<file path="src/rtl/zcv_pkg.sv">
// Shared types and helpers for the zero-cross volume/mute sequencer.
// Assumes attenuation is coarse and fine codes joined, coarse on top.
package zcv_pkg;

    // Register-mute state of the main audio path
    typedef enum logic {
        MS_OPEN  = 1'b0,
        MS_MUTED = 1'b1
    } mute_state_e;

    // Total attenuation from coarse and fine codes; coarse weight is 2**FW
    function automatic logic [5:0] join_atten(input logic [2:0] coarse,
                                              input logic [2:0] fine);
        return {coarse, fine};
    endfunction

endpackage

</file>
<file path="src/rtl/zcv_zc_tracker.sv">
// Commit decision and zero-cross status flag.
// Assumes zc_pulse is already synchronous and one cycle wide per crossing.
module zcv_zc_tracker (
    input  logic clk,
    input  logic rst_n,
    input  logic gate_en,
    input  logic zc_pulse,
    output logic commit,
    output logic zc_status
);

    // Changes pass when gating is off, or on a crossing when it is on
    always_comb begin
        commit = !gate_en || zc_pulse;
    end

    // Sticky flag: set by a crossing under gating, cleared when gating drops
    always_ff @(posedge clk) begin
        if (!rst_n) begin
            zc_status <= 1'b0;
        end else if (!gate_en) begin
            zc_status <= 1'b0;
        end else if (zc_pulse) begin
            zc_status <= 1'b1;
        end
    end

endmodule

</file>
<file path="src/rtl/zcv_guard_timer.sv">
// Minimum mute hold timer. Loaded when a register mute is applied,
// counts down each clock; busy while the hold window is still open.
// Assumes GUARD_CYCLES >= 1; GUARD_EN = 0 makes the window empty.
module zcv_guard_timer #(
    parameter bit          GUARD_EN     = 1'b1,
    parameter int unsigned GUARD_CYCLES = 27000
) (
    input  logic clk,
    input  logic rst_n,
    input  logic start,
    output logic busy
);

    localparam int unsigned CNT_W = $clog2(GUARD_CYCLES + 1);
    localparam int unsigned LOAD  = GUARD_EN ? (GUARD_CYCLES - 1) : 0;

    logic [CNT_W-1:0] cnt_q;

    // Load on mute application, otherwise count down to zero
    always_ff @(posedge clk) begin
        if (!rst_n) begin
            cnt_q <= '0;
        end else if (start) begin
            cnt_q <= CNT_W'(LOAD);
        end else if (cnt_q != '0) begin
            cnt_q <= cnt_q - 1'b1;
        end
    end

    // Window open while the count has not reached zero
    always_comb begin
        busy = (cnt_q != '0);
    end

endmodule

</file>
<file path="src/rtl/zcv_mute_fsm.sv">
// Register-mute state machine. Applies mute on commit, and applies
// unmute on commit only once the guard window has closed.
// Assumes commit already folds in the zero-cross gating.
module zcv_mute_fsm
    import zcv_pkg::*;
(
    input  logic clk,
    input  logic rst_n,
    input  logic commit,
    input  logic req_mute,
    input  logic guard_busy,
    output logic soft_mute,
    output logic guard_start
);

    mute_state_e state_q, state_d;

    // Next state and guard load request
    always_comb begin
        state_d     = state_q;
        guard_start = 1'b0;
        unique case (state_q)
            MS_OPEN: begin
                if (commit && req_mute) begin
                    state_d     = MS_MUTED;
                    guard_start = 1'b1;
                end
            end
            MS_MUTED: begin
                if (commit && !req_mute && !guard_busy) begin
                    state_d = MS_OPEN;
                end
            end
            default: state_d = MS_OPEN;
        endcase
    end

    // State register
    always_ff @(posedge clk) begin
        if (!rst_n) begin
            state_q <= MS_OPEN;
        end else begin
            state_q <= state_d;
        end
    end

    // Applied register mute
    always_comb begin
        soft_mute = (state_q == MS_MUTED);
    end

endmodule

</file>
<file path="src/rtl/zcv_vol_reg.sv">
// Applied attenuation register, updated from the request on commit.
// Assumes coarse step equals 2**FINE_W fine steps.
module zcv_vol_reg #(
    parameter int unsigned COARSE_W = 3,
    parameter int unsigned FINE_W   = 3,
    localparam int unsigned ATT_W   = COARSE_W + FINE_W
) (
    input  logic                clk,
    input  logic                rst_n,
    input  logic                commit,
    input  logic [COARSE_W-1:0] req_coarse,
    input  logic [FINE_W-1:0]   req_fine,
    output logic [ATT_W-1:0]    atten
);

    logic [ATT_W-1:0] total_d;

    // Total attenuation of the request: coarse weighted above fine
    always_comb begin
        total_d = {req_coarse, req_fine};
    end

    // Capture latest request on each commit
    always_ff @(posedge clk) begin
        if (!rst_n) begin
            atten <= '0;
        end else if (commit) begin
            atten <= total_d;
        end
    end

endmodule

</file>
<file path="src/rtl/zc_vol_ctrl.sv">
// Top of the zero-cross gated volume and mute sequencer.
// Register settings are applied at once or on a zero crossing; the
// hardware mute bypasses all state and acts combinationally.
// Assumes all inputs are synchronous to clk.
module zc_vol_ctrl #(
    parameter int unsigned COARSE_W     = 3,
    parameter int unsigned FINE_W       = 3,
    parameter bit          GUARD_EN     = 1'b1,
    parameter int unsigned GUARD_CYCLES = 27000,
    localparam int unsigned ATT_W       = COARSE_W + FINE_W
) (
    input  logic                clk,
    input  logic                rst_n,
    input  logic                req_mute,
    input  logic [COARSE_W-1:0] req_coarse,
    input  logic [FINE_W-1:0]   req_fine,
    input  logic                gate_en,
    input  logic                zc_pulse,
    input  logic                hw_mute,
    output logic                tv_mute_o,
    output logic                rec_mute_o,
    output logic [ATT_W-1:0]    atten_o,
    output logic                zc_status_o
);

    logic commit;
    logic soft_mute;
    logic guard_start;
    logic guard_busy;

    zcv_zc_tracker u_zc (
        .clk       (clk),
        .rst_n     (rst_n),
        .gate_en   (gate_en),
        .zc_pulse  (zc_pulse),
        .commit    (commit),
        .zc_status (zc_status_o)
    );

    zcv_guard_timer #(
        .GUARD_EN     (GUARD_EN),
        .GUARD_CYCLES (GUARD_CYCLES)
    ) u_guard (
        .clk   (clk),
        .rst_n (rst_n),
        .start (guard_start),
        .busy  (guard_busy)
    );

    zcv_mute_fsm u_mute (
        .clk         (clk),
        .rst_n       (rst_n),
        .commit      (commit),
        .req_mute    (req_mute),
        .guard_busy  (guard_busy),
        .soft_mute   (soft_mute),
        .guard_start (guard_start)
    );

    zcv_vol_reg #(
        .COARSE_W (COARSE_W),
        .FINE_W   (FINE_W)
    ) u_vol (
        .clk        (clk),
        .rst_n      (rst_n),
        .commit     (commit),
        .req_coarse (req_coarse),
        .req_fine   (req_fine),
        .atten      (atten_o)
    );

    // Output mutes: hardware pin overrides everything without a clock edge
    always_comb begin
        tv_mute_o  = soft_mute | hw_mute;
        rec_mute_o = hw_mute;
    end

endmodule

</file>
<file path="config.mk">
export PLATFORM = sky130hd
export DESIGN_NAME = zc_vol_ctrl
export DESIGN_NICKNAME = d
export VERILOG_FILES = /design/src/rtl/zcv_pkg.sv /design/src/rtl/zcv_zc_tracker.sv /design/src/rtl/zcv_guard_timer.sv /design/src/rtl/zcv_mute_fsm.sv /design/src/rtl/zcv_vol_reg.sv /design/src/rtl/zc_vol_ctrl.sv
export SDC_FILE = /design/constraint.sdc
export NUM_CORES = 1
export LEC_CHECK = 0
export BUFFER_PORTS_ARGS = -buffer_cell sky130_fd_sc_hd__buf_2
export CORE_MARGIN = 4
export CORE_UTILIZATION = 45
export DETAILED_ROUTE_END_ITERATION = 10
export PLACE_DENSITY = 0.67
export SYNTH_ARGS = -nofsm -noshare
export SYNTH_HDL_FRONTEND = slang
export SYNTH_SLANG_ARGS = --single-unit
</file>
<file path="constraint.sdc">
create_clock -name clk -period 6.07 [get_ports clk]
set_clock_uncertainty 0.2 [all_clocks]
set_input_delay 0.3035 -clock clk [delete_from_list [all_inputs] [get_ports clk]]
set_output_delay 0.3035 -clock clk [all_outputs]
set_load 0.01 [all_outputs]
</file>
-- Word level (Yosys, flattened, before mapping)
Cells that the tools add are included.
- multiplexer cells: 6
- bitwise logic cells: 3
- add/subtract/negate cells: 1
- reduce and logical (&&, ||, !) cells: 11
- operators with widths (kind ; count):
    $mux 15 ; 2
    $reduce_bool 15->1 ; 1
    $sub 15x1->15 const B ; 1
    $logic_and 1x1->1 ; 3
    $logic_not 1->1 ; 3
    $mux 1 ; 3
    $not 1->1 ; 2
    $pmux 1 s2 ; 1
    $reduce_and 2->1 ; 1
    $reduce_bool 2->1 ; 1
    $reduce_or 2->1 ; 1
    $logic_or 1x1->1 ; 1
    $or 1x1->1 ; 1
- logic and storage cells: 26
- bits of input ports: 12
- register bits after elaboration: 23
- output and inout bits: 9

-- Longest topological paths before layout
Gate-level depths: netlist of the first run.
- depth in word-level cells: 6
- gate-level depth with buffers: 7
- mapped depth without buffers: 6

-- Modules after synthesis
A second synthesis of the first run with hierarchy kept.
- cells, all modules: 128
- area, all modules: 1137.3 um^2
- modules (own cells, without submodules) (module ; cells an instance ; times used ; area each (um^2) ; sequential area each (um^2)):
    zcv_guard_timer ; 97 ; 1 ; 805.8 ; 300.3
    zcv_vol_reg ; 19 ; 1 ; 229.0 ; 120.1
    zcv_mute_fsm ; 7 ; 1 ; 52.6 ; 20.0
    zcv_zc_tracker ; 3 ; 1 ; 36.3 ; 20.0
    zc_vol_ctrl ; 2 ; 1 ; 13.8 ; 0.0

-- Worst setup path before layout of the first run
Ideal clock, no wire load.
- path type: register to register
- start point: reg u_guard.cnt_q[0]
- end point: reg u_guard.cnt_q[7]
- buffers on the path: 1
- library setup time: 0.123 ns
- arrival time: 1.814 ns
- setup slack: 3.933 ns
- required time: 5.747 ns
- period minus slack after synthesis: 2.137 ns
- stages on the path, launching flop included: 8
- cell sequence: dfxtp_1 -> inv_1 -> ha_1 -> nor3b_1 -> and4_1 -> buf_6 -> or4_1 -> mux2_1
- cells in the longest elaborated chain, start to end: 1
- elaborated cells between the ends (all ways): 2
- classes of those cells: add/sub: 1; reduce/logical: 1
- RTL lines (item ; line ; RTL):
    start, declared ; zcv_guard_timer.sv:17 ; logic [CNT_W-1:0] cnt_q;
    start signal, assigned ; zcv_guard_timer.sv:24 ; cnt_q <= CNT_W'(LOAD);
    start signal, assigned ; zcv_guard_timer.sv:26 ; cnt_q <= cnt_q - 1'b1;
    $sub 15x1->15 / $reduce_bool 15->1 (equally long branches) ; zcv_guard_timer.sv:26, zcv_guard_timer.sv:25 ;
Parallel ways exist; a longest one is shown, timed or not.
A chain may end at the register's enable or synchronous reset.

-- Final worst setup path of the first run
- start point: reg u_guard.cnt_q[0]
- end point: reg u_guard.cnt_q[8]
- cells in the longest elaborated chain, start to end: 3
- elaborated cells between the ends (all ways): 5
- classes of those cells: add/sub: 1; mux: 2; reduce/logical: 2
- RTL lines (item ; line ; RTL):
    $sub 15x1->15 ; zcv_guard_timer.sv:26 ;
    $mux 15 ; zcv_guard_timer.sv:25 ; end else if (cnt_q != '0) begin
    $mux 15 ; zcv_guard_timer.sv:23 ; end else if (start) begin
Parallel ways exist; a longest one is shown, timed or not. The select of a mux whose other input is x is not followed.

==> results of run 1 <==
[layout by cell type (no fill, tap or decap), types with 2 or more instances in the layout]
cell type      Yosys  layout
dfxtp_1           23      23
buf_2              0      20
nand2_1           16      16
a21oi_1           14      14
or3_1              9       9
a31oi_1            6       6
inv_1              5       5
o31ai_1            5       5
or4_1              4       4
or2_2              3       3
nor4_1             3       3
nor2_1             3       3
o21ai_0            3       3
clkbuf_4           0       3
dlygate4sd3_1      0       3
nor3_1             2       2
nand2b_1           2       2
xnor2_1            2       2
nand4_1            2       2
o21a_1             2       2
[through the flow]
| step | worst slack [ns] | instance area [um^2] | cells | power (uW) | utilization [%] |
|---|---|---|---|---|---|
| 2_1_floorplan | 3.93 | 1070 | 125 | 265 | - |
| 3_3_place_gp | 3.95 | 1180 | 168 | 286 | 52.8 |
| 3_5_place_dp | 3.90 | 1180 | 168 | 289 | 52.8 |
| 4_1_cts | 3.87 | 1230 | 174 | 364 | 54.9 |
| 5_1_grt | 3.77 | 1240 | 175 | 389 | 55.4 |
| 6_report | 3.87 | 1240 | 175 | 362 | 55.4 |
[worst reg2reg max path, stage by stage, from the launching register on]
cell and delay (ns):
dfxtp_1 0.34, inv_1 0.09, ha_1 0.19, or3b_1 0.37, a311o_1 0.35, or4_1 0.42
a31oi_1 0.17
[worst paths after layout]
path               startpoint               end  slack, ns  cells after the start
max          u_guard.cnt_q[0]  u_guard.cnt_q[8]       3.87                      6
min               req_fine[1]    u_vol.atten[1]       0.02                      3
max reg2reg  u_guard.cnt_q[0]  u_guard.cnt_q[8]       3.87                      6
min reg2reg    u_vol.atten[1]    u_vol.atten[1]       0.26                      2
[flip-flops by register name (all words and copies together) (netlist names)]
signal	flops
u_guard.cnt_q	15
u_vol.atten	6
u_mute.soft_mute	1
u_zc.zc_status	1
[area by class of cell]
cell class	instances	area share, %
clock buffers	3	1.82
clock inverters	1	0.405
inverters	5	1.52
multi-input cells	92	45.6
flip-flops and latches	23	37.2
well taps	28	2.83
repair buffers	23	10.5
[report_power, final]
part | total [uW] | leakage, uW | internal (uW) | switching [uW]
combinational | 101 | 0.000313 | 47.1 | 54.3
clock | 72.9 | 0.0000177 | 24.7 | 48.2
sequential | 187 | 0.000190 | 169 | 18.7
total | 362 | 0.000521 | 241 | 121
[what timing repair did]
action                    in CTS  in global routing
hold buffers                   2                  1
hold endpoints to repair       2                  1
gates resized for setup        0                  0
[kinds of logic after synthesis]
family	share of synthesized area [%]
simple gates	28.0
compound gates	19.0
flops	42.9
buf+inv	4.55
xor+xnor	2.45
mux	1.98
fa+ha+maj	1.17
[routing by layer]
layer / GRT usage, % / vias to the layer above
met5: 0 / -
met4: 8.28 / 0
met3: 2.53 / 5
met2: 24.1 / 22
met1: 21.1 / 460
li1: - / 504
[cells in the mapped netlist (2+ instances only)]
library cell | n | area share, %
dfxtp_1 | 23 | 43
nand2_1 | 16 | 5.6
a21oi_1 | 14 | 6.5
or3_1 | 9 | 5.2
a31oi_1 | 6 | 3.5
inv_1 | 5 | 1.7
o31ai_1 | 5 | 3.5
or4_1 | 4 | 2.8
nor2_1 | 3 | 1.0
nor4_1 | 3 | 1.7
o21ai_0 | 3 | 1.4
or2_2 | 3 | 1.7
clkbuf_1 | 2 | 0.70
nand2b_1 | 2 | 1.2
nand4_1 | 2 | 1.2
nor3_1 | 2 | 0.93
o21a_1 | 2 | 1.4
xnor2_1 | 2 | 1.6
==> qor.yml, run 1 <==
placement:
  port-buffer-count: 20
  place_congestion: 0.841
  place_hpwl_um: 1710
detailed_routing:
  avgViaCountPerCell: 5.66
  top_layer_used: "met4"
  drtAntennaViolNets: 0
  first_iter_violations: 35
  wl_met1_um: 1100
  drc: 0
  wl_per_cell_um: 13.8
  dr.pass1.iters: 4
  vias: 991
  dr_wl_met2_um: 1190
  wl_um: 2420
  wl_met3_um: 81
sta:
  fin_crit_ns: 2.20
  clock.fmax_ghz: 0.454
  max_slew_margin_pct: 48.3
  tns_ns: 0
  timing.final.crit_share_pct: 36.3
  setup_viol: 0
  rsz0062_at_grt: "false"
  drv_slew: 0
  worst_pin_slew_ns: 0.769
  whs_ns: 0.0155
  finalHoldViolCount: 0
floorplanning:
  num_rows: 17
  core-area_um2: 2230
  chipWidth_um: 56.8
  die_h_um: 56.8
  io_pins: 21
  die_area_um2: 3230
  start_util_pct: 48.1
clock_tree:
  cts.htree.levels: 1
  post_cts_buffers: 0
  cts_buffers: 3
  clock_sinks: 23
  cts_tree: "yes"
  cts-root-buf: "clkbuf_4"
  clkTransAtPathRegs_ns: 0.13
  clk_path_buf_depth: 2
  clock_latency_ns: 0.32
cells_and_area:
  fillers: 236
  syn_to_final_growth_pct: 15.2
  multiInputGateArea_um2: 564
  nNetsFinal: 161
  seq_area_um2: 460
  drive_gt1_share_pct: 19.7
  diodes: 0
worst_setup_path:
  path_max_fanout: 5
  end_kind: "register"
  crit_chain: "inv_1 > ha_1 > or3b_1 > a311o_1 > or4_1 > a31oi_1"
  crit_slowest_cell: "or4_1"
  worstSetupPathType: "reg2reg"
  cp.arrival_ns: 2.25
  critical_path_buf_inv_count: 1
  crit_path_max_incr_delay_ns: 0.42
  cpLargestDelayFamily: "simple AND/OR/NAND/NOR gates"
  worstPathRequired_ns: 6.12
  cp-start-kind: "register"
synthesis:
  ys_seq_area_share_pct: 42.9
  synthArstFlopShare_pct: 0
  syn_area_um2: 1070
  synth_edf_count: 0
  postSynthCellCount: 125
  yosysWarnings: 0
  syn_nets: 138
  ys_ff_latch: 23
  synth_area_per_cell_um2: 8.59
  ys_types: 37
  yosys_most_used_dff: "dfxtp_1"
global_route:
  grtUsageTotal_pct: 15.8
  grt_antenna_before_repair: 0
  grt_max_degree: 16
  grt-ovfl-total: 0
  grt_pass1_vias: 867
  grt_pass1_wl_um: 3950
worst_hold_path:
  hold_class: "in2reg"
outcome:
  status: "finished clean"
power:
  vdd_drop_max_uv: 182
  powerDensity_nw_per_um2: 293
  p_leak_uw: 0.000521
run:
  cap_viol_max_count: 0
Power figures use the tool's default switching activity.
==> run 2: changes to the inputs <==
Settings changed: ABC_AREA set to 1, PLACE_DENSITY 0.67 to 0.69.
Clock period 6.07 ns to 2 ns, I/O delays scaled along.
==> qor.yml, run 2 <==
outcome:
  status: "finished clean"
synthesis:
  yosysWarnings: 0
  ys_top_cells_by_area: "dfxtp_1, nor2_1, nand2_1, nand3_1, nor2_2"
  yosys-top-cells-count: "nor2_1, nand2_1, dfxtp_1"
  ys_ff_latch: 23
  ys_seq_area_share_pct: 38.2
  yosys_most_used_dff: "dfxtp_1"
  synth_edf_count: 0
  syn_area_um2: 1200
  ys_types: 26
  syn_nets: 179
  postSynthCellCount: 166
  yosysTopAreaCellShare_pct: 38.2
  synthArstFlopShare_pct: 0
  synth_largest_area_cell: "dfxtp_1"
  yosysMostFrequentCell: "nor2_1"
  synth_area_per_cell_um2: 7.26
floorplanning:
  num_rows: 18
  die_area_um2: 3570
  chipWidth_um: 59.7
  die_h_um: 59.7
  core-area_um2: 2520
  start_util_pct: 47.8
  io_pins: 21
cells_and_area:
  regMostFlops: "u_guard.cnt_q"
  syn_to_final_growth_pct: 26.7
  largestRegisters: "u_guard.cnt_q x15, u_vol.atten x6"
  nNetsFinal: 219
  final_common_cell: "nor2_1"
  layout_common_cells: "nor2_1, nand2_1, dfxtp_1"
  largest_reg_flops: 15
  post-route-util_pct: 60.5
  drive_gt1_share_pct: 25.9
  diodes: 0
global_route:
  grt_pass1_wl_um: 5000
  grt-ovfl-total: 0
  grt_antenna_before_repair: 0
  grtUsageTotal_pct: 18.5
  grt_pass1_vias: 1127
  grt_max_degree: 14
power:
  vdd_drop_max_uv: 447
  p_leak_uw: 0.000729
  powerDensity_nw_per_um2: 799
sta:
  drv_slew: 0
  fin_crit_ns: 1.99
  timing.final.crit_share_pct: 99.6
  whs_ns: 0.0175
  worst_pin_slew_ns: 0.331
  clock.fmax_ghz: 0.502
  max_slew_margin_pct: 77.8
  finalHoldViolCount: 0
  tns_ns: 0
  rsz0062_at_grt: "false"
  setup_viol: 0
detailed_routing:
  vias: 1159
  dr.pass1.iters: 4
  avgViaCountPerCell: 4.93
  first_iter_violations: 30
  wl_per_cell_um: 11.8
  wl_um: 2780
  drc: 0
  drtAntennaViolNets: 0
worst_hold_path:
  hold_class: "in2reg"
  hold_end: "u_vol.atten[5]"
  hold_depth: 5
  hold_start: "zc_pulse"
clock_tree:
  clkTransAtPathRegs_ns: 0.13
  cts-root-buf: "clkbuf_4"
  clock_sinks: 23
  cts_tree: "yes"
  clk_path_buf_depth: 2
  cts.htree.levels: 1
  clock_latency_ns: 0.31
  cts_buffers: 3
worst_setup_path:
  path_max_fanout: 1
  cp-start-kind: "primary input"
  crit_path_max_incr_delay_ns: 0.56
  reg2reg_slack_ns: 0.33
  worstSetupPathType: "in2reg"
  end_kind: "register"
  rr_worst_depth: 9
  cp.arrival_ns: 2.01
  cpMostUsedCell: "dlygate4sd3_1"
  rr_endpoint: "u_guard.cnt_q[0]"
  r2r_start: "u_guard.cnt_q[0]"
  worstPathRequired_ns: 2.02
  crit_chain: "dlygate4sd3_1 > buf_2 > o21ai_0 > dlygate4sd3_1 > nor2_1 > dlygate4sd3_1"
  crit_slowest_cell: "dlygate4sd3_1"
placement:
  port-buffer-count: 20
  place_congestion: 0.890
  place_hpwl_um: 1950
run:
  cap_viol_max_count: 0
==> run 2: worst max-delay path by stage <==
stage,from,endpoint,slack (ns),cells past startpoint
floorplan,u_guard.cnt_q[0],u_guard.cnt_q[0],0.50,9
global placement,u_guard.cnt_q[0],u_guard.cnt_q[0],0.42,9
detailed placement,u_guard.cnt_q[0],u_guard.cnt_q[0],0.36,9
CTS,req_coarse[1],u_vol.atten[4],0.02,6
global route,req_fine[1],u_vol.atten[1],0.02,6
finish,req_fine[1],u_vol.atten[1],0.008,6
==> run 2: critical path: cells and delay by family <==
kind	cells	cell delay, ns
buffers and inverters	4	1.74
AO/OA/AOI/OAI	1	0.13
AND/OR/NAND/NOR	1	0.04
==> run 2: cell families (layout without fill, tap and decap cells) <==
logic type	count (synthesis)	in the layout	share of synthesized area (%)
buf+inv	19	58	7.16
flops	23	23	38.2
compound gates	23	23	11.1
fa+ha+maj	1	1	1.04
simple gates	97	97	40.3
xor+xnor	3	3	2.18
==> run 2: timing repair <==
item | CTS | global route
gates resized for setup | 0 | 1
endpoints found under the hold margin | 15 | 0
setup endpoints to repair | 0 | 1
buffers inserted | 0 | 0
hold buffers | 19 | 0
==> run 2: routing by layer <==
layer  track usage, %  wire [um]  vias to the layer above
met2             30.6       1390                       15
met4             7.59         39                        0
met3             2.81         87                        4
li1                 -          -                      602
met1             23.8       1270                      538
met5                0          0                        -
==> run 2: stage by stage <==
step	setup slack [ns]	power, uW	instances	cell area, um^2
2_1_floorplan	0.501	893	166	1200
5_1_grt	0.0164	1330	235	1530
3_3_place_gp	0.423	966	213	1320
3_5_place_dp	0.356	979	213	1320
4_1_cts	0.0206	1230	236	1540
6_report	0.00820	1220	235	1530
==> run 2: where the power goes <==
part | total (uW) | internal, uW | switching [uW]
Combinational | 440 | 179 | 262
Sequential | 560 | 511 | 48.4
Clock | 220 | 74.8 | 145
==> run 2: area by class of cell <==
| type | instances | area (um^2) |
|---|---|---|
| Multi-Input combinational cell | 124 | 658 |
| Inverter | 16 | 62.6 |
| Clock buffer | 3 | 22.5 |
| Fill cell | 251 | 996 |
| Tap cell | 30 | 37.5 |
| Timing Repair Buffer | 38 | 280 |
| Sequential cell | 23 | 460 |
| Clock inverter | 1 | 5.00 |
